[src/rtl/dma_chan_pkg.sv]
package dma_chan_pkg;
  localparam int WORD_W = 32;
  localparam int IDX_W  = 6;
  localparam int SRC_W  = 8;

  localparam logic [IDX_W-1:0] IDX_DESC   = 6'd0;
  localparam logic [IDX_W-1:0] IDX_SAVED  = 6'd22;
  localparam logic [IDX_W-1:0] IDX_SBUF   = 6'd23;
  localparam logic [IDX_W-1:0] IDX_GROUP  = 6'd24;
  localparam logic [IDX_W-1:0] IDX_GDOWN  = 6'd31;
  localparam logic [IDX_W-1:0] IDX_CMD    = 6'd32;
  localparam logic [IDX_W-1:0] IDX_CFG    = 6'd33;
  localparam logic [IDX_W-1:0] IDX_STAT   = 6'd34;
  localparam logic [IDX_W-1:0] IDX_MASK   = 6'd35;
  localparam logic [IDX_W-1:0] IDX_ACK    = 6'd36;
  localparam logic [IDX_W-1:0] IDX_RAW    = 6'd37;
  localparam logic [IDX_W-1:0] IDX_MSKD   = 6'd38;
  localparam logic [IDX_W-1:0] IDX_STREAM = 6'd39;

  localparam logic [9:0] SC_LOAD_D = 10'h140;
  localparam logic [9:0] SC_BURST  = 10'h020;
  localparam logic [9:0] SC_LOAD_C = 10'h200;

  localparam logic [1:0] SZ_WORD = 2'b10;

  typedef enum logic [2:0] {
    ST_RESET = 3'b001,
    ST_STOP  = 3'b010,
    ST_RUN   = 3'b100
  } chan_state_e;

  typedef struct packed {
    logic load_d;
    logic start;
    logic load_c;
    logic cont;
  } chan_req_t;
endpackage

[src/rtl/dma_bus_decode.sv]
module dma_bus_decode
  import dma_chan_pkg::*;
#(
  parameter int CH_W   = 2,
  parameter int ADDR_W = 15
) (
  input  logic              valid,
  input  logic [1:0]        size,
  input  logic [ADDR_W-1:0] addr,
  output logic              acc_ok,
  output logic              acc_err,
  output logic              in_win,
  output logic [CH_W-1:0]   ch,
  output logic [IDX_W-1:0]  idx
);
  logic aligned;

  always_comb begin
    aligned = (addr[1:0] == 2'b00);
    acc_ok  = valid && (size == SZ_WORD) && aligned;
    acc_err = valid && !acc_ok;
    in_win  = (addr[12:8] == 5'd0);
    ch      = addr[ADDR_W-1:13];
    idx     = addr[7:2];
  end
endmodule

[src/rtl/dma_chan_irq.sv]
module dma_chan_irq #(
  parameter int IRQ_W = 4
) (
  input  logic             clk,
  input  logic             rst,
  input  logic             mask_we,
  input  logic             ack_we,
  input  logic [IRQ_W-1:0] wbits,
  input  logic [IRQ_W-1:0] set_i,
  output logic [IRQ_W-1:0] raw_q,
  output logic [IRQ_W-1:0] mask_q,
  output logic             irq_q
);
  logic [IRQ_W-1:0] raw_d;
  logic [IRQ_W-1:0] mask_d;

  always_comb begin
    raw_d  = (raw_q & ~(ack_we ? wbits : '0)) | set_i;
    mask_d = mask_we ? wbits : mask_q;
  end

  always_ff @(posedge clk) begin
    if (rst) begin
      raw_q  <= '0;
      mask_q <= '0;
      irq_q  <= 1'b0;
    end else begin
      raw_q  <= raw_d;
      mask_q <= mask_d;
      irq_q  <= |(raw_d & mask_d);
    end
  end

  // acknowledged bits are gone on the next edge when no event competes
  a_r5_ack_clears: assert property (@(posedge clk) disable iff (rst)
    (ack_we && set_i == '0) |=> ((raw_q & $past(wbits)) == '0));

  // a full acknowledge with no new event drops the line
  a_r6_ack_drops_irq: assert property (@(posedge clk) disable iff (rst)
    (ack_we && (&wbits) && set_i == '0) |=> !irq_q);
endmodule

[src/rtl/dma_chan_slice.sv]
module dma_chan_slice
  import dma_chan_pkg::*;
#(
  parameter int IRQ_W = 4
) (
  input  logic              clk,
  input  logic              rst,
  input  logic              wr_en,
  input  logic [IDX_W-1:0]  idx,
  input  logic [WORD_W-1:0] wdata,
  input  logic              desc_eol_i,
  input  logic              eol_i,
  input  logic [SRC_W-1:0]  src_i,
  input  logic [IRQ_W-1:0]  irq_set_i,
  input  logic              ctx_we,
  input  logic [WORD_W-1:0] ctx_data,
  input  logic [WORD_W-1:0] ctx_buf,
  output logic [WORD_W-1:0] rd_data,
  output chan_req_t         req_q,
  output logic [WORD_W-1:0] desc_addr_q,
  output logic [WORD_W-1:0] ctx_addr_q,
  output logic              irq_o
);
  logic [WORD_W-1:0] desc_q, saved_q, sbuf_q, group_q, gdown_q;
  logic [WORD_W-1:0] cmd_q, cfg_q, stream_q;
  chan_state_e       state_q;
  logic [IRQ_W-1:0]  raw_q, mask_q;

  logic sc_ld, sc_st, sc_lc, cont_ok;
  logic we_stream, we_cmd, we_cfg;

  always_comb begin
    we_stream = wr_en && (idx == IDX_STREAM);
    we_cmd    = wr_en && (idx == IDX_CMD);
    we_cfg    = wr_en && (idx == IDX_CFG);
    sc_ld     = |(wdata[9:0] & SC_LOAD_D);
    sc_st     = sc_ld && |(wdata[9:0] & SC_BURST);
    sc_lc     = |(wdata[9:0] & SC_LOAD_C);
    cont_ok   = cfg_q[0] && !cfg_q[1] && (state_q == ST_RUN) && desc_eol_i;
  end

  always_ff @(posedge clk) begin
    if (rst) begin
      desc_q      <= '0;
      saved_q     <= '0;
      sbuf_q      <= '0;
      group_q     <= '0;
      gdown_q     <= '0;
      cmd_q       <= '0;
      cfg_q       <= '0;
      stream_q    <= '0;
      state_q     <= ST_RESET;
      req_q       <= '0;
      desc_addr_q <= '0;
      ctx_addr_q  <= '0;
    end else begin
      req_q <= '0;
      if (wr_en) begin
        case (idx)
          IDX_DESC:  desc_q  <= wdata;
          IDX_SAVED: saved_q <= wdata;
          IDX_SBUF:  sbuf_q  <= wdata;
          IDX_GROUP: group_q <= wdata;
          IDX_GDOWN: gdown_q <= wdata;
          default: ;
        endcase
      end
      if (we_cfg) begin
        cfg_q <= wdata;
        if (wdata[1])  state_q <= ST_STOP;
        if (!wdata[0]) state_q <= ST_RESET;
      end
      if (we_cmd) begin
        cmd_q      <= wdata;
        req_q.cont <= cont_ok;
      end
      if (we_stream) begin
        stream_q <= wdata;
        if (sc_ld) begin
          desc_q       <= saved_q;
          desc_addr_q  <= saved_q;
          req_q.load_d <= 1'b1;
        end
        if (sc_st) begin
          req_q.start <= 1'b1;
          state_q     <= ST_RUN;
        end
        if (sc_lc) begin
          ctx_addr_q   <= gdown_q;
          req_q.load_c <= 1'b1;
        end
      end
      if (ctx_we) begin
        saved_q <= ctx_data;
        sbuf_q  <= ctx_buf;
      end
    end
  end

  dma_chan_irq #(.IRQ_W(IRQ_W)) u_irq (
    .clk     (clk),
    .rst     (rst),
    .mask_we (wr_en && (idx == IDX_MASK)),
    .ack_we  (wr_en && (idx == IDX_ACK)),
    .wbits   (wdata[IRQ_W-1:0]),
    .set_i   (irq_set_i),
    .raw_q   (raw_q),
    .mask_q  (mask_q),
    .irq_q   (irq_o)
  );

  always_comb begin
    case (idx)
      IDX_DESC:   rd_data = desc_q;
      IDX_SAVED:  rd_data = saved_q;
      IDX_SBUF:   rd_data = sbuf_q;
      IDX_GROUP:  rd_data = group_q;
      IDX_GDOWN:  rd_data = gdown_q;
      IDX_CMD:    rd_data = cmd_q;
      IDX_CFG:    rd_data = cfg_q;
      IDX_STAT:   rd_data = {16'd0, src_i, 2'd0, eol_i, 2'd0, state_q};
      IDX_MASK:   rd_data = WORD_W'(mask_q);
      IDX_RAW:    rd_data = WORD_W'(raw_q);
      IDX_MSKD:   rd_data = WORD_W'(raw_q & mask_q);
      IDX_STREAM: rd_data = stream_q;
      default:    rd_data = '0;
    endcase
  end

  // the state register always holds exactly one legal code
  a_r3_state_onehot: assert property (@(posedge clk) disable iff (rst)
    $onehot(state_q));

  // a continue only leaves while the channel was running and enabled
  a_r9_cont_gated: assert property (@(posedge clk) disable iff (rst)
    req_q.cont |-> ($past(state_q) == ST_RUN && $past(cfg_q[0]) && !$past(cfg_q[1])));

  // a start comes with a descriptor load and leaves the channel running
  a_r7_start_runs: assert property (@(posedge clk) disable iff (rst)
    req_q.start |-> (req_q.load_d && state_q == ST_RUN));
endmodule

[src/rtl/dma_chan_regs.sv]
module dma_chan_regs
  import dma_chan_pkg::*;
#(
  parameter int NUM_CH = 4,
  parameter int IRQ_W  = 4,
  localparam int CH_W   = (NUM_CH > 1) ? $clog2(NUM_CH) : 1,
  localparam int ADDR_W = 13 + CH_W
) (
  input  logic                    clk,
  input  logic                    rst,
  input  logic                    bus_valid,
  input  logic                    bus_write,
  input  logic [1:0]              bus_size,
  input  logic [ADDR_W-1:0]       bus_addr,
  input  logic [31:0]             bus_wdata,
  output logic                    bus_ack,
  output logic                    bus_err,
  output logic [31:0]             bus_rdata,
  output logic                    bad_store,
  input  logic [NUM_CH-1:0]       eng_eol,
  input  logic [NUM_CH-1:0]       eng_desc_eol,
  input  logic [8*NUM_CH-1:0]     eng_src,
  input  logic [IRQ_W*NUM_CH-1:0] eng_irq_set,
  input  logic                    eng_ctx_valid,
  input  logic [CH_W-1:0]         eng_ctx_ch,
  input  logic [31:0]             eng_ctx_data,
  input  logic [31:0]             eng_ctx_buf,
  output logic                    req_valid,
  output logic [CH_W-1:0]         req_ch,
  output logic                    req_load_d,
  output logic                    req_start,
  output logic                    req_load_c,
  output logic                    req_cont,
  output logic [31:0]             req_desc_addr,
  output logic [31:0]             req_ctx_addr,
  output logic [NUM_CH-1:0]       irq
);
  logic              acc_ok, acc_err, in_win;
  logic [CH_W-1:0]   ch;
  logic [IDX_W-1:0]  idx;
  logic              wr_any;

  logic [WORD_W-1:0] rd_vec    [NUM_CH];
  chan_req_t         req_vec   [NUM_CH];
  logic [WORD_W-1:0] daddr_vec [NUM_CH];
  logic [WORD_W-1:0] caddr_vec [NUM_CH];
  logic [NUM_CH-1:0] req_any;

  dma_bus_decode #(.CH_W(CH_W), .ADDR_W(ADDR_W)) u_dec (
    .valid   (bus_valid),
    .size    (bus_size),
    .addr    (bus_addr),
    .acc_ok  (acc_ok),
    .acc_err (acc_err),
    .in_win  (in_win),
    .ch      (ch),
    .idx     (idx)
  );

  assign wr_any = acc_ok && bus_write && in_win;

  for (genvar c = 0; c < NUM_CH; c++) begin : g_ch
    dma_chan_slice #(.IRQ_W(IRQ_W)) u_slice (
      .clk         (clk),
      .rst         (rst),
      .wr_en       (wr_any && (ch == CH_W'(c))),
      .idx         (idx),
      .wdata       (bus_wdata),
      .desc_eol_i  (eng_desc_eol[c]),
      .eol_i       (eng_eol[c]),
      .src_i       (eng_src[8*c +: 8]),
      .irq_set_i   (eng_irq_set[IRQ_W*c +: IRQ_W]),
      .ctx_we      (eng_ctx_valid && (eng_ctx_ch == CH_W'(c))),
      .ctx_data    (eng_ctx_data),
      .ctx_buf     (eng_ctx_buf),
      .rd_data     (rd_vec[c]),
      .req_q       (req_vec[c]),
      .desc_addr_q (daddr_vec[c]),
      .ctx_addr_q  (caddr_vec[c]),
      .irq_o       (irq[c])
    );
    assign req_any[c] = |req_vec[c];
  end

  always_comb begin
    req_valid     = 1'b0;
    req_ch        = '0;
    req_load_d    = 1'b0;
    req_start     = 1'b0;
    req_load_c    = 1'b0;
    req_cont      = 1'b0;
    req_desc_addr = '0;
    req_ctx_addr  = '0;
    for (int c = 0; c < NUM_CH; c++) begin
      if (req_any[c]) begin
        req_valid     = 1'b1;
        req_ch        = CH_W'(c);
        req_load_d    = req_vec[c].load_d;
        req_start     = req_vec[c].start;
        req_load_c    = req_vec[c].load_c;
        req_cont      = req_vec[c].cont;
        req_desc_addr = daddr_vec[c];
        req_ctx_addr  = caddr_vec[c];
      end
    end
  end

  always_ff @(posedge clk) begin
    if (rst) begin
      bus_ack   <= 1'b0;
      bus_err   <= 1'b0;
      bus_rdata <= '0;
      bad_store <= 1'b0;
    end else begin
      bus_ack   <= bus_valid;
      bus_err   <= acc_err;
      bus_rdata <= (acc_ok && !bus_write && in_win) ? rd_vec[ch] : '0;
      bad_store <= wr_any && (((idx == IDX_CMD) && |bus_wdata[31:1]) ||
                              ((idx == IDX_STREAM) && |bus_wdata[31:10]));
    end
  end

  // a refused access never produces an engine request
  a_r11_err_quiet: assert property (@(posedge clk) disable iff (rst)
    bus_err |-> !req_valid);

  // one bus access reaches at most one channel
  a_r1_single_channel: assert property (@(posedge clk) disable iff (rst)
    $onehot0(req_any));

  // every response follows a presented access
  a_r12_ack_follows: assert property (@(posedge clk) disable iff (rst)
    bus_ack |-> $past(bus_valid));
endmodule

[config.mk]
export PLATFORM = sky130hd
export DESIGN_NAME = dma_chan_regs
export DESIGN_NICKNAME = d
export VERILOG_FILES = /design/src/rtl/dma_chan_pkg.sv /design/src/rtl/dma_bus_decode.sv /design/src/rtl/dma_chan_irq.sv /design/src/rtl/dma_chan_slice.sv /design/src/rtl/dma_chan_regs.sv
export SDC_FILE = /design/constraint.sdc
export NUM_CORES = 2
export LEC_CHECK = 0
export BUFFER_PORTS_ARGS = -buffer_cell sky130_fd_sc_hd__buf_2
export CAP_MARGIN = 20
export CORE_MARGIN = 2
export CORE_UTILIZATION = 40
export CTS_BUF_LIST = sky130_fd_sc_hd__clkbuf_8
export DETAILED_ROUTE_END_ITERATION = 12
export RECOVER_POWER = 25
export SLEW_MARGIN = 15
export SYNTH_ARGS = -nofsm -noshare
export SYNTH_HDL_FRONTEND = slang
export SYNTH_SLANG_ARGS = --single-unit
[constraint.sdc]
create_clock -name clk -period 3.21 [get_ports clk]
set_clock_uncertainty 0.05 [all_clocks]
set_input_delay 0.8025 -clock clk [delete_from_list [all_inputs] [get_ports clk]]
set_output_delay 0.8025 -clock clk [all_outputs]
set_load 0.02 [all_outputs]
==> impl_metrics.json <==
{
  "post_dp_cell_area_mm2": 0.0672,
  "total_leakage_power_nw": 25.9,
  "synthTopCellsByArea": "dfxtp_1 (46%), nand2_1 (13%), a21oi_1 (7.9%), a311oi_1 (4.3%), clkbuf_1 (3.8%)",
  "synth.top_cell.area_share_pct": 45.5,
  "wl_per_cell_um": 30.7,
  "grt_overflow": 0,
  "gp_congestion": 1.04,
  "max_slew_margin_pct": -40.6,
  "required_ns": 2.36,
  "grt_max_degree": 171,
  "grt_pass1_wl_um": 444000,
  "ys_types": 78,
  "min_period_over_period_pct": 126,
  "detail-route-antenna-nets": 0,
  "vdd.ir_drop.worst_mv": 0.410,
  "cp-end-kind": "output port",
  "clock-sinks": 1379,
  "num_vias": 64597,
  "synth_flop_cell": "dfxtp_1",
  "powerDensity_mw_per_mm2": 491,
  "avgSynthCellArea_um2": 7.76,
  "slew_viol_final": 538,
  "nets": 8229,
  "ys_ff_latch": 1379,
  "drtIter0Drc": 8817,
  "final_area_mm2": 0.0726,
  "htreeDepth": 4,
  "synth_edf_count": 0,
  "switching_power_w": 0.00939,
  "path_buf_inv": 5,
  "holdCritPathClass": "in -> reg",
  "critPathMaxStageDelay_ns": 0.53,
  "p_comb_share_pct": 5.5,
  "period_minus_slack_ns": 4.04,
  "rows": 142,
  "clockBufferDepth": 3,
  "ys_top_cells_by_count": "nand2_1 (2175), dfxtp_1 (1379), a21oi_1 (962), clkbuf_1 (608), nor2_1 (530)",
  "p_seq_share_pct": 49.3,
  "pwr-share-clk_pct": 45.2,
  "cp.arrival_ns": 3.19,
  "routed_wl_um": 315000,
  "vias_per_cell": 6.29,
  "cts_tree": "done",
  "cap_violations": 6,
  "yosys.area.top_type": "dfxtp_1",
  "core_mm2": 0.150,
  "syn_nets": 7985,
  "violations": "capacitance limit, slew limit, setup timing",
  "ys_seq_area_share_pct": 45.5,
  "cpMaxStageDelayCell": "or4_4",
  "drtPass1Iterations": 9,
  "dp_hpwl_um": 214000,
  "syn_inst": 7809,
  "synth-async-reset-ratio_pct": 0,
  "insertion_delay_ns": 1.00,
  "hold_violations": 0,
  "drc_errors": 0,
  "io_buffers": 285,
  "netlist_area_mm2": 0.0606,
  "yosys.cell_count.top_type": "nand2_1",
  "drive_gt1_share_pct": 15.4,
  "status": "finished with violations",
  "critPathTopFamily": "buffers and inverters",
  "worst-setup-path-type": "reg -> out",
  "critPathLaunchType": "flop",
  "crit_path_frequent_cell": "buf_6",
  "start_util_pct": 40.4,
  "pin_count": 286,
  "numCtsBuffers": 233,
  "worstMarginPinSlew_ns": 2.11,
  "grt_pass1_vias": 61063,
  "syn2layout_area_growth_pct": 19.7,
  "path_cells": "or4_4, buf_6, buf_6, nor2_4, buf_12, buf_12, a22oi_1, nor2_1, a221o_1, buf_6",
  "critPathMaxFanout": 9,
  "ys.warnings.count": 0,
  "antenna_found_initial": 31,
  "fp.dieArea_mm2": 0.155,
  "holdWs_ns": 0.0411,
  "rsz0062_at_grt": "yes",
  "setup_viol": 680,
  "fillerInstances": 14734,
  "layout_setup_ws_ns": -0.828,
  "fmax_mhz": 248,
  "cts.clk_slew.worst_paths_ns": 0.06,
  "track_usage_pct": 39.7,
  "p_int_w": 0.0263,
  "cts_root_buf": "clkbuf_8",
  "chipHeight_um": 393,
  "die_w_um": 393,
  "switching_share_pct": 26.3
}
==> layer usage <==
layer,global-route usage (%),wire (µm),up-vias
met2,60.8,138000,4309
met5,0,92,-
met3,7.79,31300,1236
met4,35.8,32900,12
met1,47.1,113000,31049
li1,-,-,27991
==> sequential cells by signal (all words and copies together) (netlist names) <==
signal / cells
bad_store: 1
bus_ack: 1
bus_err: 1
bus_rdata: 32
g_ch.u_slice.cfg_q: 128
g_ch.u_slice.cmd_q: 128
g_ch.u_slice.ctx_addr_q: 128
g_ch.u_slice.desc_addr_q: 128
g_ch.u_slice.desc_q: 128
g_ch.u_slice.gdown_q: 128
g_ch.u_slice.group_q: 128
g_ch.u_slice.req_q: 16
g_ch.u_slice.saved_q: 128
g_ch.u_slice.sbuf_q: 128
g_ch.u_slice.state_q: 12
g_ch.u_slice.stream_q: 128
g_ch.u_slice.u_irq.irq_q: 4
g_ch.u_slice.u_irq.mask_q: 16
g_ch.u_slice.u_irq.raw_q: 16
==> worst reg2reg max path: stages (launching register included) <==
cell,delay (ns)
dfxtp_1,0.31
mux2i_1,0.18
nor3_1,0.07
a2111oi_1,1.09
nand4_1,0.23
a31oi_1,0.26
a21oi_1,0.09
==> final cells by class <==
class,instances,area (µm²),area share [%]
Sequential cell,1379,27600,38.0
Clock buffer,305,4200,5.78
Antenna cell,14,35.0,0.0483
Inverter,15,56.3,0.0776
Multi-Input combinational cell,5558,29700,40.9
Tap cell,2016,2520,3.48
Timing Repair Buffer,866,7930,10.9
Clock inverter,116,526,0.724
==> cell families after synthesis <==
| kind of cell | Yosys count | synth area share, % |
|---|---|---|
| AND/OR/NAND/NOR | 3282 | 22.2 |
| AO/OA/AOI/OAI | 2121 | 23.6 |
| flip-flops | 1379 | 45.5 |
| buffers and inverters | 872 | 5.98 |
| multiplexers | 155 | 2.64 |
==> final timing paths <==
check	depth (start not counted)	to	slack (ns)	start
worst min-delay path	3	g_ch[0].u_slice.u_irq.raw_q[3]$_SDFF_PP0_	0.04	eng_irq_set[3]
worst min register to register	2	g_ch[2].u_slice.cmd_q[21]$_SDFFE_PP0P_	0.40	g_ch[2].u_slice.cmd_q[21]$_SDFFE_PP0P_
worst max-delay path	10	req_desc_addr[25]	-0.83	g_ch[2].u_slice.req_q[2]$_SDFF_PP0_
worst max register to register	6	bus_rdata[11]$_SDFF_PP0_	0.81	g_ch[3].u_slice.cfg_q[11]$_SDFFE_PP0N_
==> cell usage in the layout, fill, tap and decap left out, types with 18 or more instances in the layout <==
cell type and count:
and2_1 26, nand2_1 2170, a2111oi_0 20, nand4_1 23, a211oi_1 93, buf_6 81
buf_12 122, o21ai_0 48, a221o_1 82, and3_1 67, a221oi_1 78, a22oi_1 283
clkbuf_1 21, a22o_1 78, mux2_2 18, clkbuf_8 305, a222oi_1 40, a31oi_1 42
inv_1 105, nor2_1 517, a311oi_1 296, buf_4 372, buf_2 211, mux2i_1 134
dfxtp_1 1377, nor3_1 23, nand3_1 339, a21oi_1 962
==> power groups by stage <==
| stage | clock, W | combinational (W) | sequential [W] |
|---|---|---|---|
| global route | 0.0170 | 0.00199 | 0.0176 |
| floorplan | 0 | 0.000956 | 0.0178 |
| global placement | 0 | 0.00187 | 0.0179 |
| finish | 0.0161 | 0.00195 | 0.0176 |
| CTS | 0.0162 | 0.00190 | 0.0176 |
| detailed placement | 0 | 0.00188 | 0.0179 |
==> metrics by stage <==
stage | worst slack (ns) | power [W] | std cells | utilization (%) | TNS (ns)
after global placement | -0.553 | 0.0198 | 9796 | 44.8 | -1.24
after detailed placement | -0.311 | 0.0198 | 9796 | 44.8 | -1.01
after global routing | -0.886 | 0.0366 | 10264 | 48.3 | -148.69
after floorplan | 0.220 | 0.0187 | 7809 | - | 0
final | -0.828 | 0.0357 | 10269 | 48.3 | -110.75
after CTS | -0.897 | 0.0357 | 10250 | 48.6 | -55.37
==> timing repair <==
item,4_1_cts,5_1_grt
setup buffers,11,6
hold buffers,14,0
resized for setup,166,32
setup endpoints to repair,71,71
pin swaps,30,20
hold endpoints to repair,14,0
cloned,8,2
Power figures use the tool's default switching activity.
